--- config.mk ---
export PLATFORM = sky130hd
export DESIGN_NAME = clk_mode_seq
export DESIGN_NICKNAME = d
export VERILOG_FILES = /design/src/rtl/cms_pkg.sv /design/src/rtl/cms_timer.sv /design/src/rtl/cms_fsm.sv /design/src/rtl/cms_busgen.sv /design/src/rtl/clk_mode_seq.sv
export SDC_FILE = /design/constraint.sdc
export NUM_CORES = 1
export LEC_CHECK = 0
export ABC_AREA = 1
export BUFFER_PORTS_ARGS = -buffer_cell sky130_fd_sc_hd__buf_2
export CORE_MARGIN = 5
export CORE_UTILIZATION = 29
export DETAILED_ROUTE_END_ITERATION = 12
export PLACE_DENSITY_LB_ADDON = 0.1
export SLEW_MARGIN = 10
export SYNTH_ARGS = -nofsm -noshare
export SYNTH_HDL_FRONTEND = slang
export SYNTH_SLANG_ARGS = --single-unit
--- constraint.sdc ---
create_clock -name clk -period 3.5 [get_ports clk]
set_input_delay 0.7 -clock clk [delete_from_list [all_inputs] [get_ports clk]]
set_output_delay 0.7 -clock clk [all_outputs]
set_load 0.02 [all_outputs]
--- src/rtl/cms_pkg.sv ---
package cms_pkg;

  typedef enum logic [3:0] {
    ST_IDLE,
    ST_IRQ_OFF,
    ST_QUIESCE,
    ST_FLUSH,
    ST_DUMMY,
    ST_SR_ON,
    ST_POLL_IN,
    ST_CK_MODE,
    ST_CK_RD,
    ST_CK_WR,
    ST_SETTLE,
    ST_SR_OFF,
    ST_POLL_OUT,
    ST_FINISH
  } seq_state_e;

  // register offsets inside the controller blocks
  localparam logic [31:0] OFS_REFRESH = 32'h30;
  localparam logic [31:0] OFS_STATUS  = 32'h28;
  localparam logic [31:0] OFS_MODESEL = 32'h08;
  localparam logic [31:0] OFS_CLKCTL  = 32'h00;

  // field positions
  localparam int MODE_LSB   = 24;
  localparam int SWEN_BIT   = 31;
  localparam int SR_BIT     = 0;

endpackage

--- src/rtl/cms_timer.sv ---
module cms_timer #(
  parameter int W = 8
) (
  input  logic         clk,
  input  logic         rst_n,
  input  logic         clr_i,
  input  logic         en_i,
  output logic [W-1:0] cnt_o
);

  logic [W-1:0] cnt_d;

  always_comb begin
    cnt_d = cnt_o;
    if (clr_i)     cnt_d = '0;
    else if (en_i) cnt_d = cnt_o + W'(1);
  end

  always_ff @(posedge clk or negedge rst_n) begin
    if (!rst_n) cnt_o <= '0;
    else        cnt_o <= cnt_d;
  end

endmodule

--- src/rtl/cms_fsm.sv ---
module cms_fsm
  import cms_pkg::*;
(
  input  logic        clk,
  input  logic        rst_n,
  input  logic        start_i,
  input  logic [3:0]  mode_i,
  input  logic        quiesce_ack_i,
  input  logic        flush_ack_i,
  input  logic        bus_ready_i,
  input  logic [31:0] bus_rdata_i,
  input  logic        settle_last_i,
  input  logic        poll_last_i,
  output seq_state_e  state_o,
  output logic        poll_miss_o,
  output logic        err_q_o,
  output logic [3:0]  mode_q_o,
  output logic [31:0] ctl_q_o
);

  seq_state_e  state_d;
  logic        err_d;
  logic [3:0]  mode_d;
  logic [31:0] ctl_d;
  logic        sr_bit;

  assign sr_bit = bus_rdata_i[SR_BIT];

  always_comb begin
    state_d     = state_o;
    err_d       = err_q_o;
    mode_d      = mode_q_o;
    ctl_d       = ctl_q_o;
    poll_miss_o = 1'b0;
    unique case (state_o)
      ST_IDLE: if (start_i) begin
        state_d = ST_IRQ_OFF;
        mode_d  = mode_i;
        err_d   = 1'b0;
      end
      ST_IRQ_OFF: state_d = ST_QUIESCE;
      ST_QUIESCE: if (quiesce_ack_i) state_d = ST_FLUSH;
      ST_FLUSH:   if (flush_ack_i)   state_d = ST_DUMMY;
      ST_DUMMY:   if (bus_ready_i)   state_d = ST_SR_ON;
      ST_SR_ON:   if (bus_ready_i)   state_d = ST_POLL_IN;
      ST_POLL_IN: if (bus_ready_i) begin
        if (sr_bit) state_d = ST_CK_MODE;
        else if (poll_last_i) begin
          state_d = ST_SR_OFF;
          err_d   = 1'b1;
        end else poll_miss_o = 1'b1;
      end
      ST_CK_MODE: if (bus_ready_i) state_d = ST_CK_RD;
      ST_CK_RD: if (bus_ready_i) begin
        state_d = ST_CK_WR;
        ctl_d   = bus_rdata_i;
      end
      ST_CK_WR:   if (bus_ready_i)   state_d = ST_SETTLE;
      ST_SETTLE:  if (settle_last_i) state_d = ST_SR_OFF;
      ST_SR_OFF:  if (bus_ready_i)   state_d = ST_POLL_OUT;
      ST_POLL_OUT: if (bus_ready_i) begin
        if (!sr_bit) state_d = ST_FINISH;
        else if (poll_last_i) begin
          state_d = ST_FINISH;
          err_d   = 1'b1;
        end else poll_miss_o = 1'b1;
      end
      ST_FINISH: state_d = ST_IDLE;
      default:   state_d = ST_IDLE;
    endcase
  end

  always_ff @(posedge clk or negedge rst_n) begin
    if (!rst_n) begin
      state_o  <= ST_IDLE;
      err_q_o  <= 1'b0;
      mode_q_o <= '0;
      ctl_q_o  <= '0;
    end else begin
      state_o  <= state_d;
      err_q_o  <= err_d;
      mode_q_o <= mode_d;
      ctl_q_o  <= ctl_d;
    end
  end

endmodule

--- src/rtl/cms_busgen.sv ---
module cms_busgen
  import cms_pkg::*;
#(
  parameter logic [31:0] SDR_BASE   = 32'h4000_0000,
  parameter logic [31:0] CLK_BASE   = 32'h4001_0000,
  parameter logic [31:0] DUMMY_ADDR = 32'h8000_0000
) (
  input  seq_state_e  state_i,
  input  logic [3:0]  mode_i,
  input  logic [31:0] ctl_i,
  output logic        valid_o,
  output logic        write_o,
  output logic [31:0] addr_o,
  output logic [31:0] wdata_o
);

  localparam logic [31:0] A_REFRESH = SDR_BASE + OFS_REFRESH;
  localparam logic [31:0] A_STATUS  = SDR_BASE + OFS_STATUS;
  localparam logic [31:0] A_MODESEL = CLK_BASE + OFS_MODESEL;
  localparam logic [31:0] A_CLKCTL  = CLK_BASE + OFS_CLKCTL;

  logic [31:0] mode_word;
  logic [31:0] swen_word;

  always_comb begin
    mode_word = '0;
    mode_word[MODE_LSB +: 4] = mode_i;
    swen_word = ctl_i;
    swen_word[SWEN_BIT] = 1'b1;
  end

  always_comb begin
    valid_o = 1'b1;
    write_o = 1'b0;
    addr_o  = '0;
    wdata_o = '0;
    unique case (state_i)
      ST_DUMMY:   addr_o = DUMMY_ADDR;
      ST_SR_ON: begin
        write_o = 1'b1;
        addr_o  = A_REFRESH;
        wdata_o[SR_BIT] = 1'b1;
      end
      ST_POLL_IN, ST_POLL_OUT: addr_o = A_STATUS;
      ST_CK_MODE: begin
        write_o = 1'b1;
        addr_o  = A_MODESEL;
        wdata_o = mode_word;
      end
      ST_CK_RD:   addr_o = A_CLKCTL;
      ST_CK_WR: begin
        write_o = 1'b1;
        addr_o  = A_CLKCTL;
        wdata_o = swen_word;
      end
      ST_SR_OFF: begin
        write_o = 1'b1;
        addr_o  = A_REFRESH;
      end
      default: valid_o = 1'b0;
    endcase
  end

endmodule

--- src/rtl/clk_mode_seq.sv ---
module clk_mode_seq
  import cms_pkg::*;
#(
  parameter logic [31:0] SDR_BASE   = 32'h4000_0000,
  parameter logic [31:0] CLK_BASE   = 32'h4001_0000,
  parameter logic [31:0] DUMMY_ADDR = 32'h8000_0000,
  parameter int          SETTLE_CYC = 256,
  parameter int          POLL_MAX   = 64
) (
  input  logic        clk,
  input  logic        rst_n,
  input  logic        start_i,
  input  logic [3:0]  mode_i,
  input  logic        irq_en_i,
  output logic        irq_en_o,
  output logic        quiesce_req_o,
  input  logic        quiesce_ack_i,
  output logic        flush_req_o,
  input  logic        flush_ack_i,
  output logic        bus_valid_o,
  output logic        bus_write_o,
  output logic [31:0] bus_addr_o,
  output logic [31:0] bus_wdata_o,
  input  logic        bus_ready_i,
  input  logic [31:0] bus_rdata_i,
  output logic        busy_o,
  output logic        done_o,
  output logic        err_o
);

  localparam int SW = (SETTLE_CYC > 1) ? $clog2(SETTLE_CYC) : 1;
  localparam int PW = (POLL_MAX > 1) ? $clog2(POLL_MAX) : 1;

  seq_state_e  state;
  logic        poll_miss, err_q;
  logic [3:0]  mode_q;
  logic [31:0] ctl_q;
  logic [SW-1:0] settle_cnt;
  logic [PW-1:0] poll_cnt;
  logic        in_settle, in_poll, settle_last, poll_last;

  assign in_settle   = (state == ST_SETTLE);
  assign in_poll     = (state == ST_POLL_IN) || (state == ST_POLL_OUT);
  assign settle_last = (settle_cnt == SW'(SETTLE_CYC - 1));
  assign poll_last   = (poll_cnt == PW'(POLL_MAX - 1));

  cms_fsm u_fsm (
    .clk           (clk),
    .rst_n         (rst_n),
    .start_i       (start_i),
    .mode_i        (mode_i),
    .quiesce_ack_i (quiesce_ack_i),
    .flush_ack_i   (flush_ack_i),
    .bus_ready_i   (bus_ready_i),
    .bus_rdata_i   (bus_rdata_i),
    .settle_last_i (settle_last),
    .poll_last_i   (poll_last),
    .state_o       (state),
    .poll_miss_o   (poll_miss),
    .err_q_o       (err_q),
    .mode_q_o      (mode_q),
    .ctl_q_o       (ctl_q)
  );

  cms_timer #(.W(SW)) u_settle (
    .clk   (clk),
    .rst_n (rst_n),
    .clr_i (!in_settle),
    .en_i  (in_settle),
    .cnt_o (settle_cnt)
  );

  cms_timer #(.W(PW)) u_poll (
    .clk   (clk),
    .rst_n (rst_n),
    .clr_i (!in_poll),
    .en_i  (poll_miss),
    .cnt_o (poll_cnt)
  );

  cms_busgen #(
    .SDR_BASE   (SDR_BASE),
    .CLK_BASE   (CLK_BASE),
    .DUMMY_ADDR (DUMMY_ADDR)
  ) u_bus (
    .state_i (state),
    .mode_i  (mode_q),
    .ctl_i   (ctl_q),
    .valid_o (bus_valid_o),
    .write_o (bus_write_o),
    .addr_o  (bus_addr_o),
    .wdata_o (bus_wdata_o)
  );

  assign busy_o        = (state != ST_IDLE);
  assign done_o        = (state == ST_FINISH);
  assign err_o         = done_o && err_q;
  assign irq_en_o      = irq_en_i && ((state == ST_IDLE) || (state == ST_FINISH));
  assign flush_req_o   = (state == ST_FLUSH);
  assign quiesce_req_o = !((state == ST_IDLE) || (state == ST_IRQ_OFF) ||
                           (state == ST_FINISH));

endmodule

==> reports/results.ini, run 1 <==
[place]
portBuffers=87
place.gp.congestion=0.8142
dp_hpwl_um=5482
dpl-instance-area_mm2=0.003555

[power]
switching_share_pct=43.47
power.internal_mw=1.376
powerDensity_mw_per_mm2=669.2
p_switching_mw=1.058
p_total_mw=2.435
pwr-share-comb_pct=46.5
p_leak_nw=2.058
ir_drop_mv=0.3321
seqPwrFrac_pct=39.3
clkPwrFrac_pct=14.2

[critical_path]
crit_required_ps=2800
start_kind=flop
cp_data_arrival_time_ps=1950
crit_top_cell=inv_1
crit_path_max_fanout=9
reg2reg_to=u_fsm.ctl_q_o[29]
cpPeakStageDelay_ps=530
critical_path.top_delay_family=simple AND/OR/NAND/NOR gates
critPathSlowestCell=dfrtp_1
r2r_cells=7
critPathKind=flop to output port
path_buf_inv=3
rr_startpoint=u_fsm.state_o[0]
end_kind=output port
r2r_slack_ps=1310
path_cells=nand2_1 -> inv_1 -> nand2_2 -> inv_1 -> nor2_2 -> nand4_1 -> or2_1 -> buf_2

[logic_synthesis]
syn_area_mm2=0.003117
yosysWarningCount=0
synth_xor_area_share_pct=1.405
synth_top_family_by_area=simple AND/OR/NAND/NOR gates
muxShareOfSynthArea_pct=3.693
synth-simple-area-share_pct=24.09
avgSynthCellArea_um2=8.224
ys_ff_latch=54
synth-compound-area-share_pct=11.16
ys_seq_area_share_pct=43.36
synth_cell_types=31
synth_cells=379
synthAdderAreaFrac_pct=0.8029

[global_route]
grt.met1_usage_pct=15.05
use_met3_pct=2.440
top_usage_layer=met2
grt_use_total_pct=11.24
overflow=0
grt_pass1_wl_um=11930
met2_usage_pct=18.53
antenna_found_initial=0
grt_pass1_vias=2533
grt_max_degree=55

[die]
die_w_um=113.7
die_y_um=113.7
num_rows=37
io_pins=115
fp.coreArea_mm2=0.01042
start_util_pct=29.92
die-area_mm2=0.01292

[worst_hold_path]
whs_path_depth=1
hold_path.class=flop to flop
whs_endpoint=u_settle.cnt_o[7]
hold_start=u_settle.cnt_o[7]

[route]
post_drt_wl_per_cell_um=12.12
vias=2527
remaining_drc_errors=0
ant_nets=0
wl_um=7260
drt-initial-drc-count=113
drt-pass1-iter-count=4
viasPerCell=4.219

[final_layout]
drive_gt1_share_pct=32.83
final_area_mm2=0.003638
nNetsFinal=508
area.growth.synth_to_final_pct=16.74
diodes=0

[timing]
totalNegativeSetupSlack_ps=0
rsz0062_at_grt=no
finalSetupViolCount=0
period_share_pct=75.66
period_needed_ps=2648
skew_ps=7.457
slew_violations=0
finalHoldViolCount=0
timing.fmax_mhz=377.6
worstMarginPinSlew_ps=830.0
slew_headroom_pct=44.47

[clocking]
htree_levels=2
numCtsBuffers=5
cts_sinks=54
clk_latency_ps=300
root_buffer=clkbuf_8
cts_hold_buf=0
cts_setup_buffers=0
cts.clk_slew.worst_paths_ps=100
ctsLongestPathBuffers=2
cts_tree=done
cts_resized=0

[flow_run]
cap_violations=0

[run_status]
outcome=completed

==> state kept, by name, summed over array words and instances (netlist names) <==
signal / count
u_fsm.ctl_q_o: 31
u_fsm.err_q_o: 1
u_fsm.mode_q_o: 4
u_fsm.state_o: 4
u_poll.cnt_o: 6
u_settle.cnt_o: 8
==> routing by layer <==
| metal | up-vias | wire length [um] |
|---|---|---|
| met4 | 0 | 37 |
| met2 | 67 | 3421 |
| met5 | - | 0 |
| met1 | 1153 | 3373 |
| met3 | 2 | 427 |
| li1 | 1305 | - |
==> cell families (layout without fill, tap and decap cells) <==
| family | after synthesis | after routing |
|---|---|---|
| simple gates | 166 | 166 |
| buf+inv | 91 | 150 |
| flops | 54 | 54 |
| compound gates | 51 | 51 |
| mux | 9 | 9 |
| xor+xnor | 5 | 5 |
| fa+ha+maj | 2 | 2 |
| other cells | 1 | 26 |
==> layout make-up <==
type | count | area, um2
Fill cell | 1153 | 6778
Multi-Input combinational cell | 259 | 1380
Sequential cell | 54 | 1351
Timing Repair Buffer | 89 | 450.4
Inverter | 54 | 202.7
Tap cell | 136 | 170.2
Clock buffer | 5 | 68.82
Clock inverter | 2 | 15.01
==> power by group through the flow <==
stage	Clock (mW)	Combinational, mW	Sequential (mW)
floorplan	0	0.955	0.905
finish	0.345	1.13	0.958
global placement	0	1.15	0.966
global route	0.391	1.28	0.986
detailed placement	0	1.15	0.971
CTS	0.369	1.16	0.959
==> Yosys cell counts, drive strengths merged <==
master	count	area, um2
nor3	4	20.02
nand4	7	43.79
inv	54	202.7
nand2	54	220.2
nand3b	2	15.01
clkbuf	3	11.26
xor2	4	35.03
or2	1	6.260
mux2i	1	10.01
xnor2	1	8.760
conb	1	3.750
a22o	4	35.03
nor2	80	350.3
mux2	8	105.1
buf	34	265.3
dfrtp	54	1351
a21oi	35	250.2
ha	2	25.02
a21boi	1	7.510
nand3	18	95.09
o21ai	11	55.05
==> per-stage QoR <==
stage | cells | setup slack, ps | hold slack [ps] | util (%)
2_1_floorplan | 404 | 1203 | 404.4 | -
3_3_place_gp | 592 | 1169 | 450.5 | 34.13
3_5_place_dp | 592 | 1164 | 452.3 | 34.13
4_1_cts | 599 | 804.0 | 474.2 | 34.93
5_1_grt | 599 | 685.5 | 513.2 | 34.93
6_report | 599 | 852.0 | 474.7 | 34.93
==> layout by cell type (no fill, tap or decap), types with 2 or more instances in the layout <==
cell         n
buf_2       87
nor2_1      70
dfrtp_1     54
nand2_1     47
inv_1       44
conb_1      26
a21oi_2     20
nand3_1     17
a21oi_1     15
inv_2       10
o21ai_0      9
nand2_2      7
nand4_1      7
nor2_4       5
nor2_2       5
clkbuf_8     5
nor3_1       4
a22o_1       4
mux2_2       4
xor2_1       4
mux2_4       4
o21ai_1      2
nand3b_1     2
ha_1         2
clkinvlp_4   2
buf_4        2
==> worst max path at each step <==
stage                     start              end  slack [ps]  cells after the start
3_3_place_gp   u_fsm.state_o[2]  bus_wdata_o[11]        1170                      6
6_report       u_fsm.state_o[0]      bus_valid_o         850                      8
4_1_cts        u_fsm.state_o[2]  bus_wdata_o[11]         800                      6
5_1_grt        u_fsm.state_o[0]      bus_valid_o         690                      8
3_5_place_dp   u_fsm.state_o[2]  bus_wdata_o[11]        1160                      6
2_1_floorplan  u_fsm.state_o[1]         irq_en_o        1200                      6
Power figures use the tool's default switching activity.
==> run 2: changes to the inputs <==
==> constraint.sdc (replaced) <==
create_clock -name clk -period 2.3 [get_ports clk]
set_input_delay 0.46 -clock clk [delete_from_list [all_inputs] [get_ports clk]]
set_output_delay 0.46 -clock clk [all_outputs]
set_load 0.02 [all_outputs]
==> run 2 against run 1 <==
  * Die area unchanged
  * Critical path depth decreased by 2
  * Register-to-register slack got worse by 770 ps
  * Sequential power increased by 49%
  * Via count increased by 3.4%
  * Final area increased by 4.6%
  * First-iteration DRC count decreased by 37%
  * Non-clock buffer count increased by 15
  * Clock skew increased by 6.4 ps
  * Core utilization increased by 1.6 points
  * Cell count increased by 2.7%
  * Worst hold slack got worse by 370 ps
  * Largest power group unchanged
==> reports/results.ini, run 2 (synthesized netlist as in run 1, its figures left out) <==
[run_status]
outcome=completed

[timing]
rsz0062_at_grt=yes
timing.fmax_mhz=445.4
layout_setup_ws_ps=55.06
skew_ps=13.89
finalHoldViolCount=0
worstMarginPinSlew_ps=508.6
slew_violations=0
finalSetupViolCount=0
totalNegativeSetupSlack_ps=0
slew_headroom_pct=66.10
period_share_pct=97.61
period_needed_ps=2245

[clocking]
numCtsBuffers=5
htree_levels=2
ctsLongestPathBuffers=2
cts_tree=done
cts_hold_buf=0
root_buffer=clkbuf_8
cts.clk_slew.worst_paths_ps=100
clk_latency_ps=310
cts_sinks=54

[global_route]
grt_use_total_pct=11.47
overflow=0
grt_pass1_wl_um=12100
grt_pass1_vias=2530
antenna_found_initial=0
grt_max_degree=36

[route]
m1WireLength_um=3474
wl_met3_um=476
top_layer=met4
viasPerCell=4.249
post_drt_wl_per_cell_um=12.41
drt-initial-drc-count=71
route.met2.wl_um=3611
remaining_drc_errors=0
drt-pass1-iter-count=4
ant_nets=0
wl_um=7630
vias=2613

[power]
p_leak_nw=2.146
powerDensity_mw_per_mm2=1046
ir_drop_mv=0.7544

[critical_path]
crit_required_ps=1840
rr_startpoint=u_fsm.state_o[0]
end_kind=output port
cp_data_arrival_time_ps=1780
start_kind=flop
crit_path_max_fanout=26
setup.worst_path.start=u_fsm.state_o[2]
critPathKind=flop to output port

[die]
start_util_pct=29.92
io_pins=115
num_rows=37
fp.coreArea_mm2=0.01042
die_w_um=113.7
die-area_mm2=0.01292
die_y_um=113.7

[final_layout]
final_common_cell=buf_2
diodes=0
largest_register_ffs=31
nNetsFinal=523
max_flop_register=u_fsm.ctl_q_o
drive_gt1_share_pct=36.95
area.growth.synth_to_final_pct=22.16
biggestRegsByFlops=u_fsm.ctl_q_o (31), u_settle.cnt_o (8), u_poll.cnt_o (6)
final_cells=615
final_cell_mix=86 x buf_2, 68 x nor2_1, 50 x dfrtp_1

[flow_run]
cap_violations=0

[place]
place.gp.congestion=0.7697
dp_hpwl_um=5708
dp_slack_ps=190.0
portBuffers=87
place_inst=596

[worst_hold_path]
hold_path.class=input port to async pin

-- run 2: cell types whose count changed in the layout (fill, tap and decap cells not counted), sizes merged --
| cell | previous run | this run |
|---|---|---|
| clkinvlp | 2 | 1 |
| inv | 54 | 55 |
| clkbuf | 5 | 6 |
| buf | 89 | 104 |
-- run 2: metal layers --
| metal | global-route usage, % | vias to the layer above |
|---|---|---|
| li1 | - | 1332 |
| met1 | 15.49 | 1207 |
| met2 | 18.69 | 69 |
| met3 | 2.653 | 5 |
| met4 | 2.644 | 0 |
| met5 | 0 | - |
-- run 2: per-stage QoR --
step / cell area [um2] / hold slack [ps] / util, % / power [mW]
final: 3807 / 103.4 / 36.55 / 3.983
after global routing: 3807 / 127.1 / 36.55 / 4.300
after CTS: 3745 / 112.7 / 35.95 / 3.941
after detailed placement: 3597 / 456.0 / 34.53 / 3.260
after global placement: 3597 / 447.2 / 34.53 / 3.249
after floorplan: 3211 / 164.4 / - / 2.830
-- run 2: critical path: stages, from the launching register on --
cell and delay, ps:
dfrtp_2 490, nor2_4 160, inv_2 90, nor2_4 250, inv_6 140, nor2_1 150, buf_2 180
-- run 2: power breakdown --
group	leakage [nW]	switching [mW]	internal (mW)
Sequential	0.633	0.149	1.28
Clock	0.0478	0.336	0.249
Combinational	1.47	1.22	0.754
Total	2.15	1.70	2.28
-- run 2: area by class of cell --
| type | count | area [um2] |
|---|---|---|
| Multi-Input combinational cell | 259 | 1394 |
| Tap cell | 136 | 170.2 |
| Clock inverter | 2 | 16.27 |
| Inverter | 54 | 210.2 |
| Fill cell | 1137 | 6609 |
| Sequential cell | 54 | 1356 |
| Clock buffer | 6 | 82.58 |
| Timing Repair Buffer | 104 | 578.1 |
-- run 2: final timing paths --
path | end | slack, ps | depth (start not counted)
min in group clk | u_fsm.mode_q_o[2] | 370 | 2
worst max-delay path | bus_wdata_o[3] | 60 | 6
worst max register to register | u_poll.cnt_o[5] | 540 | 11
worst min-delay path | u_fsm.err_q_o | 100 | 1
worst min register to register | u_settle.cnt_o[0] | 460 | 1
max in group asynchronous | u_settle.cnt_o[6] | 1520 | 2
-- run 2: timing repair --
| action | 4_1_cts | 5_1_grt |
|---|---|---|
| gates cloned | 0 | 0 |
| pin swaps | 1 | 4 |
| setup buffers | 5 | 6 |
| gates resized for setup | 7 | 7 |
| endpoints found under the setup margin | 27 | 30 |
==> run 3: changes to the inputs <==
--- a/config.mk
+++ b/config.mk
@@ -9,6 +9,7 @@
 export BUFFER_PORTS_ARGS = -buffer_cell sky130_fd_sc_hd__buf_2
 export CORE_MARGIN = 5
 export CORE_UTILIZATION = 29
+export CTS_BUF_LIST = sky130_fd_sc_hd__clkbuf_16
 export DETAILED_ROUTE_END_ITERATION = 12
 export PLACE_DENSITY_LB_ADDON = 0.1
 export SLEW_MARGIN = 10
==> run 3 against run 2 <==
  * Die area did not move
  * Cell count down 0.49%
  * Flip-flop and latch count unchanged
  * Clock power rose by 30%
  * Critical endpoint is now bus_wdata_o[24]
  * Largest cell class unchanged
  * Largest power group unchanged
==> reports/results.ini, run 3 (synthesized netlist as in run 1, its figures left out) <==
[clocking]
clk_latency_ps=290
numCtsBuffers=5
htree_levels=2
root_buffer=clkbuf_16
cts.clk_slew.worst_paths_ps=70
ctsLongestPathBuffers=2
cts_sinks=54
cts_tree=done

[die]
io_pins=115
die-area_mm2=0.01292
start_util_pct=29.92
fp.coreArea_mm2=0.01042
die_w_um=113.7
die_y_um=113.7
num_rows=37

[timing]
slew_headroom_pct=66.00
slew_violations=0
finalHoldViolCount=0
period_needed_ps=2253
rsz0062_at_grt=yes
worstMarginPinSlew_ps=510.0
finalSetupViolCount=0
skew_ps=7.978
timing.fmax_mhz=443.9
hold_ws_ps=133.8
period_share_pct=97.94

[route]
vias=2609
wl_um=7562
remaining_drc_errors=0
ant_nets=0
drt-pass1-iter-count=4
drt-initial-drc-count=94
viasPerCell=4.263
post_drt_wl_per_cell_um=12.36

[final_layout]
largest_register_ffs=31
max_flop_register=u_fsm.ctl_q_o
final_cell_mix=86 x buf_2, 67 x nor2_1, 50 x dfrtp_1
final_core_utilization_pct=36.97
diodes=0
biggestRegsByFlops=u_fsm.ctl_q_o (31), u_settle.cnt_o (8), u_poll.cnt_o (6)
final_common_cell=buf_2
area.growth.synth_to_final_pct=23.56
nFillCells=1131
final_area_mm2=0.003851
drive_gt1_share_pct=36.76
nNetsFinal=520

[global_route]
use_met3_pct=2.653
top_usage_layer=met2
grt_max_degree=36
grt_use_total_pct=11.34
grt_pass1_wl_um=11990
met2_usage_pct=18.10
overflow=0
grt_pass1_vias=2493
grt.met1_usage_pct=15.69
antenna_found_initial=0

[power]
p_total_mw=4.133
seqPwrFrac_pct=35.2
clkPwrFrac_pct=18.4
powerDensity_mw_per_mm2=1073
power.internal_mw=2.404
ir_drop_mv=0.7254
p_leak_nw=2.159
p_switching_mw=1.729
pwr-share-comb_pct=46.4
switching_share_pct=41.84

[place]
dpl-instance-area_mm2=0.003597
dp_hpwl_um=5708
portBuffers=87
place.gp.congestion=0.7697

[critical_path]
cp_data_arrival_time_ps=1790
critPathSlowestCell=dfrtp_2
reg2reg_to=u_poll.cnt_o[5]
rr_startpoint=u_fsm.state_o[0]
r2r_slack_ps=500
start_kind=flop
crit_top_cell=nor2_4
crit_required_ps=1840
path_cells=nor2_4 -> inv_4 -> nor2_4 -> buf_4 -> a22o_1 -> buf_2
end_kind=output port
cpPeakStageDelay_ps=480
crit_path_max_fanout=6
r2r_cells=11
critPathKind=flop to output port

[run_status]
outcome=completed

[worst_hold_path]
hold_path.class=input port to async pin

[flow_run]
cap_violations=0

-- run 3: layout make-up --
| cell class | count | area [um2] | share of cell area, % |
|---|---|---|---|
| clock buffer | 5 | 125.1 | 3.249 |
| inverter | 54 | 215.2 | 5.588 |
| tap | 136 | 170.2 | 4.418 |
| clock inverter | 3 | 20.02 | 0.5198 |
| multi-input combinational | 259 | 1409 | 36.58 |
| timing repair buffer | 101 | 555.5 | 14.42 |
| sequential | 54 | 1356 | 35.22 |
-- run 3: power by group through the flow --
stage	clock, mW	sequential [mW]	combinational (mW)
after floorplan	0	1.38	1.45
after global placement	0	1.47	1.78
after detailed placement	0	1.47	1.79
after CTS	0.787	1.46	1.80
after global routing	0.834	1.49	2.13
final	0.760	1.45	1.92
-- run 3: metrics by stage --
step | std cells | setup TNS (ps) | setup WS [ps]
floorplan | 404 | 0 | 242.7
global placement | 596 | 0 | 212.6
detailed placement | 596 | 0 | 190.0
CTS | 604 | -50.75 | -50.75
global route | 612 | -77.72 | -32.31
finish | 612 | 0 | 47.42
-- run 3: routing by layer --
layer	vias to the layer above	part of all wire, %
met5	-	0
met4	0	0.63
met3	4	5.8
met2	72	47
met1	1206	46
li1	1327	-
-- run 3: how the worst max path moves through the flow --
stage                          start         endpoint  slack, ps
global route        u_fsm.state_o[0]      bus_valid_o        -30
finish              u_fsm.state_o[2]  bus_wdata_o[24]         50
CTS                 u_fsm.state_o[0]      bus_valid_o        -50
floorplan           u_fsm.state_o[1]         irq_en_o        240
global placement    u_fsm.state_o[0]  bus_wdata_o[20]        210
detailed placement  u_fsm.state_o[1]      bus_valid_o        190
-- run 3: critical path, delay by kind of cell, from the launching register on --
family	cells	cell delay [ps]
AOI/OAI and AO/OA	1	150
and+or+nand+nor	2	460
buffers and inverters	3	420
DFF	1	480
-- run 3: what timing repair did --
action,CTS,global route
pin swaps,0,4
hold buffers,0,0
resized for setup,4,16
buffers inserted,0,8
hold endpoints to repair,0,0
setup endpoints to repair,27,29
